--- src/rtl/stm_pkg.sv ---
package stm_pkg;
   typedef enum logic [2:0] {
      PH_IDLE = 3'd0,
      PH_WORK = 3'd1,
      PH_PRE  = 3'd2,
      PH_COPY = 3'd3,
      PH_ROLL = 3'd4
   } phase_e;

   typedef enum logic [2:0] {
      OP_NOP    = 3'd0,
      OP_DEF    = 3'd1,
      OP_OPEN   = 3'd2,
      OP_CLOSE  = 3'd3,
      OP_COMMIT = 3'd4
   } op_e;
endpackage

--- src/rtl/stm_obj_table.sv ---
module stm_obj_table #(
   parameter int N  = 8,
   parameter int AW = 16,
   parameter int LW = 8,
   localparam int IW = (N > 1) ? $clog2(N) : 1
) (
   input  logic                  clk,
   input  logic                  rst_n,
   input  logic                  def_en,
   input  logic                  open_en,
   input  logic                  close_en,
   input  logic [IW-1:0]         idx,
   input  logic [AW-1:0]         base_in,
   input  logic [LW-1:0]         len_in,
   input  logic                  close_all,
   input  logic                  wr_en,
   input  logic [AW-1:0]         addr,
   input  logic [N-1:0]          clr_mod,
   output logic [N-1:0]          hit,
   output logic [N-1:0]          open_q,
   output logic [N-1:0]          mod_q,
   output logic [N-1:0][AW-1:0]  base_q,
   output logic [N-1:0][LW-1:0]  len_q
);
   if (N < 1) begin : g_bad_n
      $error("stm_obj_table: N must be at least 1");
   end

   for (genvar i = 0; i < N; i++) begin : g_ent
      logic [AW:0] lim;
      logic        sel;
      assign lim    = {1'b0, base_q[i]} + (AW+1)'(len_q[i]);
      assign sel    = (idx == IW'(i));
      assign hit[i] = open_q[i] && ({1'b0, addr} >= {1'b0, base_q[i]}) && ({1'b0, addr} < lim);

      always_ff @(posedge clk or negedge rst_n) begin
         if (!rst_n) begin
            open_q[i] <= 1'b0;
            mod_q[i]  <= 1'b0;
            base_q[i] <= '0;
            len_q[i]  <= '0;
         end else if (def_en && sel) begin
            base_q[i] <= base_in;
            len_q[i]  <= len_in;
            open_q[i] <= 1'b0;
            mod_q[i]  <= 1'b0;
         end else begin
            if (close_all || (close_en && sel))
               open_q[i] <= 1'b0;
            else if (open_en && sel && len_q[i] != '0)
               open_q[i] <= 1'b1;
            if (clr_mod[i])
               mod_q[i] <= 1'b0;
            else if (wr_en && hit[i])
               mod_q[i] <= 1'b1;
         end
      end
   end

   // sealing leaves nothing open
   assert_seal_closes_R4: assert property (@(posedge clk) disable iff (!rst_n)
      close_all |=> (open_q == '0));
endmodule

--- src/rtl/stm_copy_engine.sv ---
module stm_copy_engine #(
   parameter int N  = 8,
   parameter int AW = 16,
   parameter int LW = 8,
   localparam int IW = (N > 1) ? $clog2(N) : 1
) (
   input  logic                  clk,
   input  logic                  rst_n,
   input  logic                  start,
   input  logic                  start_dir,
   input  logic [N-1:0]          mod_q,
   input  logic [N-1:0][AW-1:0]  base_q,
   input  logic [N-1:0][LW-1:0]  len_q,
   input  logic                  cp_ready,
   output logic                  cp_valid,
   output logic                  cp_dir,
   output logic [AW-1:0]         cp_addr,
   output logic [N-1:0]          clr_mod,
   output logic                  done
);
   logic          active;
   logic          dir_q;
   logic [IW-1:0] idx;
   logic [LW-1:0] off;
   logic          last_ent, obj_end, step;

   assign last_ent = (idx == IW'(N-1));
   assign cp_valid = active && mod_q[idx];
   assign cp_addr  = base_q[idx] + AW'(off);
   assign cp_dir   = dir_q;
   assign obj_end  = cp_valid && cp_ready && (off == len_q[idx] - LW'(1));
   assign step     = active && (!mod_q[idx] || obj_end);
   assign done     = !start && step && last_ent;

   always_comb begin
      clr_mod = '0;
      if (!start && obj_end) clr_mod[idx] = 1'b1;
   end

   always_ff @(posedge clk or negedge rst_n) begin
      if (!rst_n) begin
         active <= 1'b0;
         dir_q  <= 1'b0;
         idx    <= '0;
         off    <= '0;
      end else if (start) begin
         active <= 1'b1;
         dir_q  <= start_dir;
         idx    <= '0;
         off    <= '0;
      end else if (active) begin
         if (step) begin
            off <= '0;
            if (last_ent) active <= 1'b0;
            else          idx    <= idx + IW'(1);
         end else if (cp_valid && cp_ready) begin
            off <= off + LW'(1);
         end
      end
   end

   // a refused word stays on the port
   assert_hold_when_stalled_R11: assert property (@(posedge clk) disable iff (!rst_n)
      (cp_valid && !cp_ready && !start) |=> (cp_valid && $stable(cp_addr)));
endmodule

--- src/rtl/stm_watchdog.sv ---
module stm_watchdog #(
   parameter int LIMIT = 64,
   localparam int CW = $clog2(LIMIT + 1)
) (
   input  logic clk,
   input  logic rst_n,
   input  logic en,
   input  logic kick,
   output logic expired
);
   if (LIMIT < 2) begin : g_bad_limit
      $error("stm_watchdog: LIMIT must be at least 2");
   end

   logic [CW-1:0] cnt;
   assign expired = en && !kick && (cnt == CW'(LIMIT - 1));

   always_ff @(posedge clk or negedge rst_n) begin
      if (!rst_n)              cnt <= '0;
      else if (!en || kick)    cnt <= '0;
      else if (!expired)       cnt <= cnt + CW'(1);
   end
endmodule

--- src/rtl/stm_ctrl.sv ---
module stm_ctrl
   import stm_pkg::*;
#(
   parameter int N        = 8,
   parameter int AW       = 16,
   parameter int LW       = 8,
   parameter int WD_LIMIT = 64,
   localparam int IW = (N > 1) ? $clog2(N) : 1
) (
   input  logic          clk,
   input  logic          rst_n,
   input  logic          cmd_valid,
   input  logic [2:0]    cmd_op,
   input  logic [IW-1:0] cmd_idx,
   input  logic [AW-1:0] cmd_base,
   input  logic [LW-1:0] cmd_len,
   output logic          cmd_rej,
   input  logic          acc_valid,
   input  logic          acc_write,
   input  logic [AW-1:0] acc_addr,
   output logic          acc_ok,
   input  logic          wd_kick,
   input  logic          cp_ready,
   output logic          cp_valid,
   output logic          cp_dir,
   output logic [AW-1:0] cp_addr,
   output logic [2:0]    phase,
   output logic          cpu_fail
);
   if (AW < LW) begin : g_bad_widths
      $error("stm_ctrl: AW must be at least LW");
   end

   phase_e               ph_q, ph_d;
   logic                 failed;
   logic [N-1:0]         hit, open_q, mod_q, clr_mod;
   logic [N-1:0][AW-1:0] base_q;
   logic [N-1:0][LW-1:0] len_q;
   logic                 wd_exp, fail_ev, cmd_go, early;
   logic                 def_en, open_en, close_en, commit_go, close_all;
   logic                 eng_start, eng_dir, eng_done;

   assign early     = (ph_q == PH_IDLE) || (ph_q == PH_WORK);
   assign acc_ok    = acc_valid && !failed && (ph_q == PH_WORK) && (|hit);
   assign fail_ev   = !failed && (wd_exp || (acc_valid && !acc_ok));
   assign cmd_go    = cmd_valid && !failed && !fail_ev && early;
   assign cmd_rej   = cmd_valid && !cmd_go;
   assign def_en    = cmd_go && (cmd_op == OP_DEF);
   assign open_en   = cmd_go && (cmd_op == OP_OPEN);
   assign close_en  = cmd_go && (cmd_op == OP_CLOSE);
   assign commit_go = cmd_go && (cmd_op == OP_COMMIT);
   assign close_all = (ph_q == PH_PRE) || (fail_ev && early);
   assign phase     = ph_q;
   assign cpu_fail  = failed;

   always_comb begin
      eng_start = 1'b0;
      eng_dir   = 1'b0;
      if (ph_q == PH_PRE) begin
         eng_start = 1'b1;
      end else if (fail_ev && early) begin
         eng_start = 1'b1;
         eng_dir   = 1'b1;
      end else if (fail_ev && ph_q == PH_COPY) begin
         eng_start = 1'b1;
      end
   end

   always_comb begin
      ph_d = ph_q;
      unique case (ph_q)
         PH_IDLE: if (fail_ev) ph_d = PH_ROLL;
                  else if (open_en) ph_d = PH_WORK;
                  else if (commit_go) ph_d = PH_PRE;
         PH_WORK: if (fail_ev) ph_d = PH_ROLL;
                  else if (commit_go) ph_d = PH_PRE;
         PH_PRE:  ph_d = PH_COPY;
         PH_COPY: if (!fail_ev && eng_done) ph_d = PH_IDLE;
         PH_ROLL: if (eng_done) ph_d = PH_IDLE;
         default: ph_d = PH_IDLE;
      endcase
   end

   always_ff @(posedge clk or negedge rst_n) begin
      if (!rst_n) begin
         ph_q   <= PH_IDLE;
         failed <= 1'b0;
      end else begin
         ph_q   <= ph_d;
         failed <= failed | fail_ev;
      end
   end

   stm_obj_table #(.N(N), .AW(AW), .LW(LW)) table_i (
      .clk(clk), .rst_n(rst_n), .def_en(def_en), .open_en(open_en),
      .close_en(close_en), .idx(cmd_idx), .base_in(cmd_base), .len_in(cmd_len),
      .close_all(close_all), .wr_en(acc_ok && acc_write), .addr(acc_addr),
      .clr_mod(clr_mod), .hit(hit), .open_q(open_q), .mod_q(mod_q),
      .base_q(base_q), .len_q(len_q));

   stm_copy_engine #(.N(N), .AW(AW), .LW(LW)) copy_i (
      .clk(clk), .rst_n(rst_n), .start(eng_start), .start_dir(eng_dir),
      .mod_q(mod_q), .base_q(base_q), .len_q(len_q), .cp_ready(cp_ready),
      .cp_valid(cp_valid), .cp_dir(cp_dir), .cp_addr(cp_addr),
      .clr_mod(clr_mod), .done(eng_done));

   stm_watchdog #(.LIMIT(WD_LIMIT)) wd_i (
      .clk(clk), .rst_n(rst_n), .en(!failed), .kick(wd_kick), .expired(wd_exp));

   // the seal step lasts one cycle and leads into the copy
   assert_seal_then_copy_R4: assert property (@(posedge clk) disable iff (!rst_n)
      (ph_q == PH_PRE) |=> (ph_q == PH_COPY));
   // a commit only moves words toward the backup bank
   assert_commit_dir_R5: assert property (@(posedge clk) disable iff (!rst_n)
      (ph_q == PH_COPY && cp_valid) |-> !cp_dir);
   // rollback only moves words toward the primary bank
   assert_rollback_dir_R6: assert property (@(posedge clk) disable iff (!rst_n)
      (ph_q == PH_ROLL && cp_valid) |-> cp_dir);
   // disconnection is permanent and blocks access
   assert_fail_sticky_R7: assert property (@(posedge clk) disable iff (!rst_n)
      cpu_fail |=> cpu_fail);
   assert_no_access_after_fail_R7: assert property (@(posedge clk) disable iff (!rst_n)
      cpu_fail |-> !acc_ok);
   // sealed phases take no commands
   assert_reject_when_sealed_R9: assert property (@(posedge clk) disable iff (!rst_n)
      (cmd_valid && !early) |-> cmd_rej);
endmodule

--- config.mk ---
export PLATFORM = sky130hd
export DESIGN_NAME = stm_ctrl
export DESIGN_NICKNAME = d
export VERILOG_FILES = /design/src/rtl/stm_pkg.sv /design/src/rtl/stm_obj_table.sv /design/src/rtl/stm_copy_engine.sv /design/src/rtl/stm_watchdog.sv /design/src/rtl/stm_ctrl.sv
export SDC_FILE = /design/constraint.sdc
export NUM_CORES = 1
export LEC_CHECK = 0
export BUFFER_PORTS_ARGS = -buffer_cell sky130_fd_sc_hd__buf_2
export CAP_MARGIN = 20
export CORE_MARGIN = 2
export CORE_UTILIZATION = 35
export DETAILED_ROUTE_END_ITERATION = 8
export PLACE_DENSITY = 0.55
export REMOVE_ABC_BUFFERS = 1
export SYNTH_ARGS = -nofsm -noshare
export SYNTH_HDL_FRONTEND = slang
export SYNTH_SLANG_ARGS = --single-unit
--- constraint.sdc ---
create_clock -name clk -period 6.89 [get_ports clk]
set_input_delay 0.3445 -clock clk [delete_from_list [all_inputs] [get_ports clk]]
set_output_delay 0.3445 -clock clk [all_outputs]
set_load 0.05 [all_outputs]
==> After elaboration in Yosys (flattened, before gate mapping) <==
Index checks and enable logic that the tools add are counted.
{ "word_totals": {"register_bits": 232, "latch_bits": 0, "mem_bits_rw": 0, "romBits": 0, "output_inout_bits": 24, "word_cells": 312, "memories": 0} }
{ "classes": {"addsub": 13, "multipliers": 0, "n_div": 0, "magnitude_cmp": 18, "eq_ne": 22, "n_shift": 0, "mux": 83, "bitwise": 1, "n_reduce_logical": 136} }
{ "op_table": {"columns": ["operator", "n"], "rows": [
  ["$add A16 B8 Y17", 8],
  ["$lt A16 B17 Y1", 8],
  ["$ge A16 B16 Y1", 8],
  ["$logic_and A1 B1 Y1", 83],
  ["$reduce_bool A8 Y1", 8],
  ["$mux W1", 59],
  ["$reduce_bool A3 Y1", 17],
  ["$bmux W16 S3", 1],
  ["$mux W8", 6],
  ["$mux W3", 10],
  ["$bmux W8 S3", 1],
  ["$eq A3 B3 Y1 const B", 7],
  ["$eq A3 B2 Y1 const B", 6],
  ["$add A16 B8 Y16", 1],
  ["$mux W16", 1],
  ["$pmux W3 S5", 1],
  ["$mux W7", 2],
  ["$logic_or A1 B1 Y1", 13],
  ["$eq A3 B1 Y1 const B", 3],
  ["$add A8 B1 Y8 const B", 1],
  ["$eq A8 B8 Y1", 1],
  ["$reduce_or A8 Y1", 1],
  ["$sub A8 B1 Y8 const B", 1],
  ["$add A7 B1 Y7 const B", 1],
  ["14 further kinds", 25]
]} }

==> Longest topological paths before layout <==
Gate-level depths: netlist (run 1).
{ "logic_depth": {"word_depth": 19, "depth_mapped": 25} }

==> By module <==
Synthesis (run 1) repeated with hierarchy kept, for this count alone.
{ "hier_totals": {"hier_cells": 2250, "hier_area_um2": 21164.0} }
{ "by_module_without_submodules": {"columns": ["module", "instances", "cells_each", "area_each_um2", "seq_area_each_um2"], "rows": [
  ["stm_obj_table", 1, 1810, 17305.3, 5205.0],
  ["stm_copy_engine", 1, 357, 3108.0, 325.3],
  ["stm_ctrl", 1, 48, 382.9, 100.1],
  ["stm_watchdog", 1, 35, 367.9, 175.2]
]} }

==> Least setup slack after synthesis (run 1) <==
OpenSTA, ideal clock, no wires.
{ "synth_path": {"path_type": "flip-flop to flip-flop", "startpoint": "register table_i.base_q[113] (netlist name)", "endpoint": "register table_i.base_q[100] (netlist name)", "setup_time_ns": 0.125, "arrival_time_ns": 4.953, "slack_ns": 1.812, "path_stages_with_launch": 26, "period_less_slack_ns": 5.078, "cell_sequence": "dfrtp_1 -> ha_1 -> a21o_1 -> a21oi_1 -> o21bai_1 -> a21oi_1 -> o21bai_1 -> a21oi_1 -> nor2b_1 -> o21ai_0 -> nor3_1 -> xnor2_1 -> ha_1 -> o211ai_1 -> a21oi_1 -> o21ai_0 -> a32oi_1 -> a32oi_1 -> or4_1 -> or4b_1 -> buf_6 -> nand3b_4 -> buf_12 -> nor3_4 -> buf_12 -> mux2_4"} }
{ "synth_between": {"elab_chain_cells": 14, "elab_cells_between_ends": 16, "cone_classes": "add/sub: 1; order compare: 2; reduce/logical: 13"} }
{ "synth_lines": {"columns": ["item", "line_no", "text"], "rows": [
  ["start: declaration", "stm_obj_table.sv:22", "output logic [N-1:0][AW-1:0] base_q,"],
  ["start signal: indexed assignment", "stm_obj_table.sv:43", "base_q[i] <= base_in;"],
  ["$add A16 B8 Y17 or $ge A16 B16 Y1 (tied branches)", "stm_obj_table.sv:32, stm_obj_table.sv:34", null],
  ["$lt A16 B17 Y1 or $logic_and A1 B1 Y1 (tied branches)", "stm_obj_table.sv:34", "assign hit[i] = open_q[i] && ({1'b0, addr} >= {1'b0, base_q[i]}) && ({1'b0, addr} < lim);"],
  ["$logic_and A1 B1 Y1 (*)", "stm_obj_table.sv:34", null],
  ["$reduce_or A8 Y1 (*)", "stm_ctrl.sv:44", "assign acc_ok = acc_valid && !failed && (ph_q == PH_WORK) && (|hit);"],
  ["$logic_and A1 B1 Y1 (*)", "stm_ctrl.sv:44", null],
  ["$logic_not A1 Y1 (*)", "stm_ctrl.sv:45", "assign fail_ev = !failed && (wd_exp || (acc_valid && !acc_ok));"],
  ["$logic_and A1 B1 Y1 (*)", "stm_ctrl.sv:45", null],
  ["$logic_or A1 B1 Y1 (*)", "stm_ctrl.sv:45", null],
  ["$logic_and A1 B1 Y1 (*)", "stm_ctrl.sv:45", null],
  ["$logic_not A1 Y1 (*)", "stm_ctrl.sv:46", "assign cmd_go = cmd_valid && !failed && !fail_ev && early;"],
  ["$logic_and A1 B1 Y1 (*) (2 in a row)", "stm_ctrl.sv:46", null],
  ["$logic_and A1 B1 Y1 (*)", "stm_ctrl.sv:48", "assign def_en = cmd_go && (cmd_op == OP_DEF);"],
  ["$logic_and A1 B1 Y1 (*)", "stm_obj_table.sv:42", "end else if (def_en && sel) begin"]
]} }
Every way passes the cells marked *; elsewhere a longest branch is shown, timed or not.
A chain may end at the register's enable or synchronous reset.

==> Worst setup path in the final report (run 1) <==
{ "layout_path": {"startpoint": "register table_i.base_q[65] (netlist name)", "endpoint": "output port cmd_rej"} }
{ "layout_between": {"elab_chain_cells": 14, "elab_cells_between_ends": 16, "cone_classes": "add/sub: 1; order compare: 2; reduce/logical: 13"} }
{ "layout_lines": {"columns": ["item", "line_no", "text"], "rows": [
  ["$add A16 B8 Y17 or $ge A16 B16 Y1 (tied branches)", "stm_obj_table.sv:32, stm_obj_table.sv:34", null],
  ["$lt A16 B17 Y1 or $logic_and A1 B1 Y1 (tied branches)", "stm_obj_table.sv:34", null],
  ["$logic_and A1 B1 Y1 (*)", "stm_obj_table.sv:34", null],
  ["$reduce_or A8 Y1 (*)", "stm_ctrl.sv:44", null],
  ["$logic_and A1 B1 Y1 (*)", "stm_ctrl.sv:44", null],
  ["$logic_not A1 Y1 (*)", "stm_ctrl.sv:45", null],
  ["$logic_and A1 B1 Y1 (*)", "stm_ctrl.sv:45", null],
  ["$logic_or A1 B1 Y1 (*)", "stm_ctrl.sv:45", null],
  ["$logic_and A1 B1 Y1 (*)", "stm_ctrl.sv:45", null],
  ["$logic_not A1 Y1 (*)", "stm_ctrl.sv:46", null],
  ["$logic_and A1 B1 Y1 (*) (2 in a row)", "stm_ctrl.sv:46", null],
  ["$logic_not A1 Y1 (*)", "stm_ctrl.sv:47", "assign cmd_rej = cmd_valid && !cmd_go;"],
  ["$logic_and A1 B1 Y1 (*)", "stm_ctrl.sv:47", null],
  ["end: declaration", "stm_ctrl.sv:17", "output logic cmd_rej,"]
]} }
Marked as above.

==> results of run 1 <==
## worst reg2reg max path: cells and delay by family (launching register included)
family / cells / cell delay [ns]
compound gates: 10 / 2.11
xor+xnor: 1 / 0.09
fa+ha+maj: 2 / 0.62
buf+inv: 2 / 0.52
flops: 1 / 0.46
mux: 1 / 0.38
simple gates: 7 / 1.96
## power groups by stage
stage	registers [W]	clock network [W]	logic, W
after CTS	0.00146	0.00164	0.00149
final	0.00146	0.00161	0.00152
after detailed placement	0.00148	0	0.00148
after global placement	0.00148	0	0.00147
after global routing	0.00146	0.00168	0.00161
after floorplan	0.00151	0	0.000833
## stage by stage
stage	cell area, um2	utilization (%)	cells	power [W]	setup slack (ns)
2_1_floorplan	20630	-	2103	0.002338	1.329
3_3_place_gp	22290	37.70	2985	0.002952	0.7013
3_5_place_dp	22290	37.70	2985	0.002965	0.6453
4_1_cts	23280	39.37	3039	0.004586	0.2147
5_1_grt	23280	39.37	3039	0.004750	0.02271
6_report	23280	39.37	3039	0.004586	0.2915
## per-layer routing
layer / global-route usage, % / up-vias
met5: 0 / -
met4: 8.485 / 0
met3: 3.542 / 159
met2: 39.82 / 646
met1: 32.51 / 8450
li1: - / 8112
## flip-flops by register name, summed over array words and instances, names as in the netlist
name            flops
copy_i.active       1
copy_i.cp_dir       1
copy_i.idx          3
copy_i.off          8
cpu_fail            1
phase               3
table_i.base_q    128
table_i.len_q      64
table_i.mod_q       8
table_i.open_q      8
wd_i.cnt            7
## path summary, 6_finish.rpt
kind	from	endpoint	depth (start not counted)
setup / recovery	table_i.base_q[65]	cmd_rej	22
max in group asynchronous	rst_n	table_i.base_q[112]	3
hold reg to reg	table_i.base_q[108]	table_i.base_q[108]	1
min in group asynchronous	rst_n	wd_i.cnt[3]	2
hold / removal	wd_kick	wd_i.cnt[3]	3
setup reg to reg	table_i.base_q[65]	table_i.len_q[58]	23
## placed cells by master, fill, tap and decap left out, types with 75 or more instances in the layout
cell,instances
o21ai_0,86
a21oi_1,126
xnor2_1,121
nand2_1,130
mux2_4,95
inv_1,179
dfrtp_1,230
nor2_1,109
ha_1,325
buf_2,75
mux2_2,79
## cell type report
type                       instances  area (um2)
sequential                       232        5808
timing repair buffer             110       673.1
tap                              773       967.2
multi-input combinational       1692       14180
clock buffer                      37       815.8
fill                            5796       35850
clock inverter                    16       166.4
inverter                         179       671.9
## cell families (layout without fill, tap and decap cells)
group | count (synthesis) | after routing | synth area share (%)
AOI/OAI and AO/OA | 508 | 508 | 16.26
xor gates and xnor gates | 148 | 148 | 6.173
adders and majority gates | 334 | 334 | 20.22
buffers and inverters | 229 | 342 | 4.952
DFF | 232 | 232 | 27.65
muxes | 198 | 198 | 12.47
and+or+nand+nor | 504 | 504 | 12.28
## repair_timing
action / 4_1_cts / 5_1_grt
buffers inserted: 0 / 0
endpoints found under the hold margin: 105 / 0
resized for setup: 0 / 1
endpoints found under the setup margin: 0 / 1
hold buffers: 1 / 0
==> flow_summary.json, run 1 <==
{
  "final_layout_size_suffix_gt1_share_pct": 16.02,
  "clkLatencyLatePin_ns": 0.59,
  "synth_commonest_cells": "325 x ha_1, 232 x dfrtp_1, 179 x inv_1, 130 x nand2_1, 126 x a21oi_1",
  "start_util_pct": 35.51,
  "worstPathRequired_ns": 6.55,
  "finClkSkew_ns": 0.01930,
  "avgSynthCellArea_um2": 9.753,
  "crit_arrival_ns": 6.25,
  "io_pins": 77,
  "crit_type": "reg2out",
  "firstDrtPassIters": 5,
  "ys_async_sr_fraction_pct": 100.0,
  "grt_pass1_wl_um": 113900,
  "seq_power_share_pct": 31.8,
  "cp_max_fo": 8,
  "yosysTopAreaCellShare_pct": 27.65,
  "cts_sinks": 232,
  "p_int_w": 0.002783,
  "critPathMaxStageDelay_ns": 0.66,
  "irDropWorstVdd_uv": 206.9,
  "synth_top_cell_by_area": "dfrtp_1",
  "grt_max_degree": 108,
  "p_leak_nw": 10.48,
  "slew_headroom_pct": 34.75,
  "maxSlewViolCount": 0,
  "drt_wl_total_um": 76230,
  "yosysSeqAreaShare_pct": 27.65,
  "grt_antenna_before_repair": 0,
  "grt.overflow.total": 0,
  "synthCells": 2153,
  "drt-met1-wl_um": 33720,
  "rsz0062_at_grt": "no",
  "num_vias": 17370,
  "fin_crit_sh_pct": 95.77,
  "cpMaxStageDelayCell": "or4_1",
  "end_kind": "primary output",
  "hold_violations": 0,
  "gp_congestion": 0.9304,
  "ys.flop_type": "dfrtp_1",
  "top_layer": "met4",
  "io_buffer_count": 76,
  "synth-seq-cells": 232,
  "p_comb_share_pct": 33.2,
  "die_h_um": 248.9,
  "p_clk_share_pct": 35.0,
  "ys.warnings.count": 0,
  "power_density_nw_per_um2": 197.0,
  "path_cells": "ha_1 > a21o_1 > a21oi_1 > o21bai_1 > a21oi_1 > o21bai_1 > a21oi_1 > o21bai_1 > nand4_1 > xnor2_1 > ha_1 > nand3_1 > nand2_1 > o21ai_0 > a32oi_1 > a221oi_1 > or4_1 > or4b_1 > buf_4 > nand2_1 > and2_1 > buf_2",
  "critPathTopFamily": "compound AO/OA/AOI/OAI gates",
  "crit_buf_inv": 2,
  "synth_top_cells_by_area": "dfrtp_1 28%, ha_1 19%, mux2_4 6.8%, xnor2_1 5.0%, mux2_2 4.2%",
  "whs_ns": 0.1035,
  "grt_pass1_vias": 17160,
  "fin_setup_tns_ns": 0,
  "status": "complete, no violations",
  "num_antenna_cells": 0,
  "rows": 89,
  "dr_wl_met2_um": 34760,
  "drt_iter0_drc": 1412,
  "cts_buffer_depth": 3,
  "grt_util_all_layers_pct": 24.26,
  "syn2layout_area_growth_pct": 10.88,
  "drc": 0,
  "p_sw_share_pct": 39.33,
  "core_area_um2": 59130,
  "cts.clk_slew.worst_paths_ns": 0.06,
  "max_freq_ghz": 0.1516,
  "avgRoutedWirePerCell_um": 25.08,
  "r2r_slack_ns": 0.65,
  "root_buffer": "clkbuf_16",
  "p_sw_w": 0.001803,
  "netlist-cell-type-count": 81,
  "hold_class": "in2reg",
  "die_x_um": 248.9,
  "cts_buffers": 29,
  "synth-edff-count": 0,
  "dp_hpwl_um": 58930,
  "synthMostInstantiatedCell": "ha_1",
  "cap_violations": 0,
  "finalSetupViolCount": 0,
  "netlist_area_um2": 21000,
  "tightest_slew_ns": 0.9752,
  "nets": 2631,
  "cts_tree": "built",
  "final_antenna_net_count": 0,
  "viasPerCell": 5.715,
  "dieArea_um2": 61970,
  "ctsHtreeMaxLevel": 1,
  "wl_met3_um": 4714,
  "cp-start-kind": "flip-flop",
  "finalCriticalPeriod_ns": 6.598
}
Note: power is estimated with default switching activity, not from simulation.
==> inputs of run 2 (changes only) <==
--- a/config.mk
+++ b/config.mk
@@ -11,7 +11,6 @@
 export CORE_UTILIZATION = 35
 export DETAILED_ROUTE_END_ITERATION = 8
 export PLACE_DENSITY = 0.55
-export REMOVE_ABC_BUFFERS = 1
 export SYNTH_ARGS = -nofsm -noshare
 export SYNTH_HDL_FRONTEND = slang
 export SYNTH_SLANG_ARGS = --single-unit
==> run 2 against run 1 <==
Against the previous run: cell area grew 0.47%; via count increased by 1.3%; die area did not move; non-clock buffer count is 5 higher; sequential power fell by 3%; wire length grew 2.9%; combinational power is 3% higher; cell count up 0.16%; first-iteration DRC count is 0.28% higher; critical path depth rose by 1; clock power grew 4%; critical path type unchanged; highest routed layer unchanged.
==> flow_summary.json, run 2 (synthesis results as in run 1) <==
{
  "status": "complete, no violations",
  "use_met3_pct": 2.915,
  "grt_pass1_wl_um": 115900,
  "final_common_cell": "ha_1",
  "crit_type": "reg2out",
  "crit_top_cell": "a21oi_1",
  "largest_reg_flops": 128,
  "cts_sinks": 232,
  "grt_util_met1_pct": 33.51,
  "cap_violations": 0,
  "p_sw_w": 0.001812,
  "p_leak_nw": 10.52,
  "total_power_w": 0.004662,
  "cp-start-kind": "flip-flop",
  "power_density_nw_per_um2": 199.3,
  "clkLatencyLatePin_ns": 0.59,
  "finalCriticalPeriod_ns": 6.548,
  "crit_arrival_ns": 6.20,
  "p_sw_share_pct": 38.87,
  "dp_hpwl_um": 61530,
  "die_h_um": 248.9,
  "root_buffer": "clkbuf_16",
  "grt_max_degree": 139,
  "layout_common_cells": "325 x ha_1, 231 x dfrtp_1, 179 x inv_1",
  "top_regs": "table_i.base_q x128, table_i.len_q x64",
  "crit_buf_inv": 2,
  "final_antenna_net_count": 0,
  "fin_setup_tns_ns": 0,
  "ctsHtreeMaxLevel": 1,
  "gp_congestion": 0.9463,
  "finalWorstSetupSlack_ns": 0.3425,
  "nets": 2637,
  "start_util_pct": 35.51,
  "irDropWorstVdd_uv": 211.4,
  "io_pins": 77,
  "syn2layout_area_growth_pct": 11.40,
  "cts_tree": "built",
  "final_layout_size_suffix_gt1_share_pct": 16.04,
  "grt.overflow.total": 0,
  "finClkSkew_ns": 0.009397,
  "cts_buffers": 30,
  "die_x_um": 248.9,
  "hold_violations": 0,
  "finalSetupViolCount": 0,
  "grt_use_met2_pct": 40.78,
  "rsz0062_at_grt": "no",
  "max_freq_ghz": 0.1527,
  "syn_nets": 2540,
  "drt_wl_total_um": 78460,
  "pre_cts_ws_ns": 0.3912,
  "cts.clk_slew.worst_paths_ns": 0.06,
  "p_comb_share_pct": 33.7,
  "p_clk_share_pct": 36.1,
  "dieArea_um2": 61970,
  "path_cells": "ha_1 > a21o_1 > a21oi_1 > o21bai_1 > a21oi_2 > o21bai_1 > a21oi_1 > nor2b_1 > o21ai_0 > buf_4 > nor3_1 > xnor2_1 > ha_1 > o211ai_1 > a21oi_1 > o21ai_0 > a32oi_1 > a32oi_1 > or4_1 > or4b_4 > nand2_1 > and2_1 > buf_2",
  "io_buffer_count": 76,
  "cpMaxStageDelayCell": "or4_1",
  "viasPerCell": 5.782,
  "num_vias": 17600,
  "drt_iter0_drc": 1416,
  "critPathTopFamily": "compound AO/OA/AOI/OAI gates",
  "core_area_um2": 59130,
  "grt_antenna_before_repair": 1,
  "end_kind": "primary output",
  "hold_class": "in2reg",
  "avgRoutedWirePerCell_um": 25.77,
  "slew_headroom_pct": 30.86,
  "post-place-cells": 2990,
  "grt_pass1_vias": 17310,
  "maxSlewViolCount": 0,
  "cp_max_fo": 9,
  "largest-register": "table_i.base_q",
  "firstDrtPassIters": 6,
  "fin_crit_sh_pct": 95.03,
  "seq_power_share_pct": 30.2,
  "cts_buffer_depth": 3,
  "tightest_slew_ns": 1.037,
  "p_int_w": 0.002850,
  "drc": 0,
  "worstPathRequired_ns": 6.55,
  "critPathMaxStageDelay_ns": 0.63,
  "grt_util_all_layers_pct": 24.86,
  "grt_busiest_layer": "met2",
  "finalNonFillerCells": 3044,
  "rows": 89
}
==> run 2: final cells by class <==
| type | count | area [um2] |
|---|---|---|
| diodes | 1 | 2.502 |
| clock buffers | 45 | 908.4 |
| clock inverters | 7 | 116.4 |
| fillers | 5873 | 35740 |
| inverters | 179 | 671.9 |
| multi-input cells | 1692 | 14190 |
| flip-flops and latches | 232 | 5807 |
| well taps | 773 | 967.2 |
| repair buffers | 115 | 730.7 |
==> run 2: worst reg2reg max path: stages (launching register included) <==
cell and delay, ns:
dfrtp_1 0.48, ha_1 0.28, fa_1 0.42, a21o_1 0.20
a21oi_1 0.23, o21ai_0 0.24, o41ai_1 0.72, or3_1 0.28
nor3_1 0.08, xnor2_1 0.22, ha_1 0.29, nand4_1 0.13
nor2_1 0.05, a221oi_1 0.22, o21ai_0 0.13, a21o_1 0.17
a21oi_1 0.28, or4b_4 0.29, nand3b_4 0.26, nor3b_4 0.67
buf_12 0.24, mux2_2 0.35
==> run 2: path summary, 6_finish.rpt <==
check	from	end	slack, ns	cells past startpoint
min in group asynchronous	rst_n	wd_i.cnt[3]	0.35	2
max in group asynchronous	rst_n	table_i.base_q[78]	5.11	3
setup / recovery	table_i.base_q[113]	cmd_rej	0.34	23
setup reg to reg	table_i.base_q[16]	table_i.base_q[32]	0.55	21
hold / removal	wd_kick	wd_i.cnt[0]	0.11	3
hold reg to reg	table_i.base_q[108]	table_i.base_q[108]	0.53	1
==> run 2: what timing repair did <==
item / in CTS / in global routing
hold buffers: 1 / 0
buffers inserted: 0 / 0
endpoints found under the hold margin: 94 / 0
gates resized for setup: 0 / 2
endpoints found under the setup margin: 0 / 26
==> run 2: per-layer routing <==
metal / vias up / part of all wire [%]
met5: - / 0
met4: 0 / 4.4
met3: 152 / 5.1
met2: 608 / 46
met1: 8706 / 45
li1: 8135 / -
==> run 2: power by group through the flow <==
| stage | registers [W] | logic (W) | clock network, W |
|---|---|---|---|
| 3_3_place_gp | 0.00143 | 0.00150 | 0 |
| 6_report | 0.00141 | 0.00157 | 0.00168 |
| 5_1_grt | 0.00141 | 0.00166 | 0.00176 |
| 4_1_cts | 0.00141 | 0.00154 | 0.00171 |
| 3_5_place_dp | 0.00143 | 0.00153 | 0 |
| 2_1_floorplan | 0.00144 | 0.000940 | 0 |
==> run 2: metrics by stage <==
step	area, um2	hold slack [ns]	util [%]
floorplan	21000	0.04891	-
global placement	22330	0.4272	37.77
detailed placement	22350	0.4279	37.79
CTS	23380	0.08592	39.54
global route	23390	0.1139	39.55
finish	23390	0.1056	39.56
==> inputs of run 3 (changes only) <==
--- a/config.mk
+++ b/config.mk
@@ -5,6 +5,7 @@
 export SDC_FILE = /design/constraint.sdc
 export NUM_CORES = 1
 export LEC_CHECK = 0
+export ABC_AREA = 1
 export BUFFER_PORTS_ARGS = -buffer_cell sky130_fd_sc_hd__buf_2
 export CAP_MARGIN = 20
 export CORE_MARGIN = 2
==> run 3 against run 2 <==
Against the previous run: cell area decreased by 1.0%; non-clock buffer count decreased by 31; first-iteration DRC count decreased by 2.0%; sequential share of layout area increased by 0.25 points; largest power group unchanged.
==> flow_summary.json, run 3 <==
{
  "final_layout_size_suffix_gt1_share_pct": 7.303,
  "avgRoutedWirePerCell_um": 20.13,
  "endpoint": "cp_addr[15]",
  "timing.rr.end": "table_i.base_q[9]",
  "rows": 90,
  "netlist-cell-type-count": 47,
  "grt_pass1_vias": 19150,
  "p_sw_share_pct": 29.63,
  "largest_reg_flops": 128,
  "grt.overflow.total": 0,
  "p_clk_share_pct": 46.1,
  "nets": 3307,
  "largest-register": "table_i.base_q",
  "top_regs": "table_i.base_q x128, table_i.len_q x64",
  "crit_type": "reg2out",
  "gp_congestion": 0.9350,
  "cts_buffer_depth": 3,
  "die_x_um": 250.4,
  "top_layer": "met4",
  "synthCells": 2863,
  "worstRegToRegCells": 27,
  "cts.clk_slew.worst_paths_ns": 0.06,
  "r2r_start": "table_i.len_q[42]",
  "crit_start": "copy_i.idx[1]",
  "root_buffer": "clkbuf_16",
  "total_power_w": 0.003486,
  "fillers": 6373,
  "status": "complete, no violations",
  "fin_setup_tns_ns": 0,
  "cts_buffers": 31,
  "synth-seq-cells": 232,
  "slew_headroom_pct": 29.25,
  "netlist_area_um2": 21250,
  "io_pins": 77,
  "hold_violations": 0,
  "clkLatencyLatePin_ns": 0.60,
  "r2r_slack_ns": 1.45,
  "synth_commonest_cells": "770 x nand2_1, 330 x inv_1, 325 x ha_1, 232 x dfrtp_1, 192 x o21ai_1",
  "drt_wl_total_um": 75000,
  "cts_sinks": 232,
  "critPathMaxStageDelay_ns": 0.83,
  "p_leak_nw": 11.02,
  "critPathTopFamily": "compound AO/OA/AOI/OAI gates",
  "ys.warnings.count": 0,
  "drc": 0,
  "synth_top_cell_by_area": "dfrtp_1",
  "end_kind": "primary output",
  "synth_top_cells_by_area": "dfrtp_1 27%, ha_1 19%, nand2_1 14%, inv_1 5.8%, o21ai_1 4.5%",
  "fin_crit_sh_pct": 93.16,
  "syn_nets": 3250,
  "cp_max_fo": 22,
  "whs_ns": 0.04177,
  "grt_antenna_before_repair": 0,
  "ys_async_sr_fraction_pct": 100.0,
  "yosysSeqAreaShare_pct": 27.32,
  "layout_common_cells": "770 x nand2_1, 330 x inv_1, 325 x ha_1",
  "drt_iter0_drc": 1388,
  "core_area_um2": 60130,
  "cts_tree": "built",
  "post_cts_buffers": 0,
  "grt_max_degree": 145,
  "seq_power_share_pct": 40.0,
  "maxSlewViolCount": 0,
  "yosysTopAreaCellShare_pct": 27.32,
  "path_cells": "inv_2 > nand3_2 > clkinv_1 > a22o_1 > a221oi_1 > nand4_1 > ha_1 > nand2_1 > nand2_1 > a21oi_1 > o21ai_0 > a21oi_1 > o21bai_1 > a21oi_1 > inv_1 > nand3_1 > nor2_1 > nand2_1 > nor3_1 > xor2_1 > buf_2",
  "io_buffer_count": 76,
  "die_h_um": 250.4,
  "ys.flop_type": "dfrtp_1",
  "finalWorstSetupSlack_ns": 0.4714,
  "finalSetupViolCount": 0,
  "cap_violations": 0,
  "irDropWorstVdd_uv": 206.8,
  "p_int_w": 0.002453,
  "worstPathRequired_ns": 6.55,
  "p_sw_w": 0.001033,
  "crit_arrival_ns": 6.07,
  "final_common_cell": "nand2_1",
  "hold_class": "in2reg",
  "num_antenna_cells": 0,
  "max_freq_ghz": 0.1558,
  "start_util_pct": 35.33,
  "synthMostInstantiatedCell": "nand2_1",
  "synth-edff-count": 0,
  "path_depth": 21,
  "syn2layout_area_growth_pct": 8.957,
  "avgSynthCellArea_um2": 7.422,
  "rsz0062_at_grt": "no",
  "grt_pass1_wl_um": 115400,
  "pre_cts_ws_ns": 1.236,
  "num_vias": 19690,
  "ctsHtreeMaxLevel": 1,
  "dp_hpwl_um": 59110,
  "cpMaxStageDelayCell": "dfrtp_1",
  "wl_met3_um": 4222,
  "grt_util_all_layers_pct": 23.92,
  "viasPerCell": 5.284,
  "final_antenna_net_count": 0,
  "dieArea_um2": 62700,
  "dr_wl_met2_um": 33940,
  "p_comb_share_pct": 13.8,
  "final_core_util_pct": 38.50,
  "finalCriticalPeriod_ns": 6.419,
  "cp-start-kind": "flip-flop",
  "firstDrtPassIters": 6,
  "power_density_nw_per_um2": 150.6,
  "drt-met1-wl_um": 32990,
  "crit_buf_inv": 4,
  "tightest_slew_ns": 1.061,
  "finClkSkew_ns": 0.01393
}
-- run 3: cell count changes after synthesis, moves of 35 or more --
cell | previous run | this run
mux2_2 | 79 | 0
a21o_1 | 42 | 7
inv_1 | 179 | 330
nand3_1 | 58 | 110
mux2_4 | 95 | 0
o21ai_1 | 13 | 192
a21oi_1 | 126 | 185
a22oi_1 | 42 | 5
nand2_1 | 130 | 770
nor2_1 | 109 | 158
xor2_1 | 27 | 88
xnor2_1 | 121 | 35
-- run 3: worst min-delay path by stage --
stage                     slack, ns  depth (start not counted)       from             to
after floorplan                0.05                          0      rst_n  copy_i.active
after global placement         0.41                          1      rst_n    wd_i.cnt[1]
after detailed placement       0.41                          1      rst_n       phase[0]
after CTS                      0.01                          3  acc_valid       cpu_fail
after global routing           0.05                          3  acc_valid       cpu_fail
final                          0.04                          3  acc_valid       cpu_fail
-- run 3: layout make-up --
cell class	instances	area [um2]	share of cell area [%]
Multi-Input combinational cell	2224	13600	58.75
Sequential cell	232	5806	25.08
Inverter	347	1303	5.626
Tap cell	782	978.4	4.226
Clock buffer	44	924.6	3.994
Timing Repair Buffer	84	465.4	2.010
Clock inverter	13	73.82	0.3189
-- run 3: per-stage QoR --
stage	std cells	cell area [um2]
2_1_floorplan	2863	21250
3_3_place_gp	3668	22140
3_5_place_dp	3668	22140
4_1_cts	3726	23150
5_1_grt	3726	23150
6_report	3726	23150
-- run 3: repair_timing --
action,in CTS,in global routing
endpoints found under the hold margin,88,0
endpoints found under the setup margin,0,1
hold buffers,1,0
gates resized for setup,0,1
-- run 3: cells by family (layout without fill, tap and decap cells) --
family	after synthesis	in the layout	share of synthesized area [%]
and+or+nand+nor	1190	1190	23.74
AOI/OAI and AO/OA	576	576	15.09
buffers and inverters	407	488	8.686
adders and majority gates	334	334	19.99
DFF	232	232	27.32
xor gates and xnor gates	124	124	5.176
-- run 3: worst reg2reg max path: stages, from the launching register on --
cell	delay, ns
dfrtp_1	0.43
ha_1	0.38
a21oi_1	0.10
nand2_1	0.10
a21oi_1	0.09
o21bai_1	0.21
a21oi_1	0.10
o21bai_1	0.20
nand2_1	0.07
a21oi_1	0.38
nand4_1	0.26
nor3_1	0.24
xor2_1	0.18
ha_1	0.24
nand2_1	0.08
nor2_1	0.05
nor2_1	0.08
nand3_1	0.20
nand2_1	0.14
nor2_1	0.05
nand2_1	0.24
nand2_2	0.14
a21oi_4	0.19
nand3_4	0.13
nor2_8	0.30
nand2_4	0.40
nand2_1	0.24
o21ai_2	0.07
-- run 3: per-layer routing --
layer | up-vias | GRT usage [%]
li1 | 9698 | -
met5 | - | 0
met2 | 613 | 39.40
met4 | 0 | 10.35
met3 | 194 | 3.533
met1 | 9185 | 31.18
-- run 3: power by group through the flow --
stage | clock network (W) | registers, W | logic, W
global route | 0.00168 | 0.00140 | 0.000549
finish | 0.00161 | 0.00140 | 0.000483
detailed placement | 0 | 0.00142 | 0.000482
global placement | 0 | 0.00142 | 0.000472
floorplan | 0 | 0.00141 | 0.000296
CTS | 0.00163 | 0.00140 | 0.000485
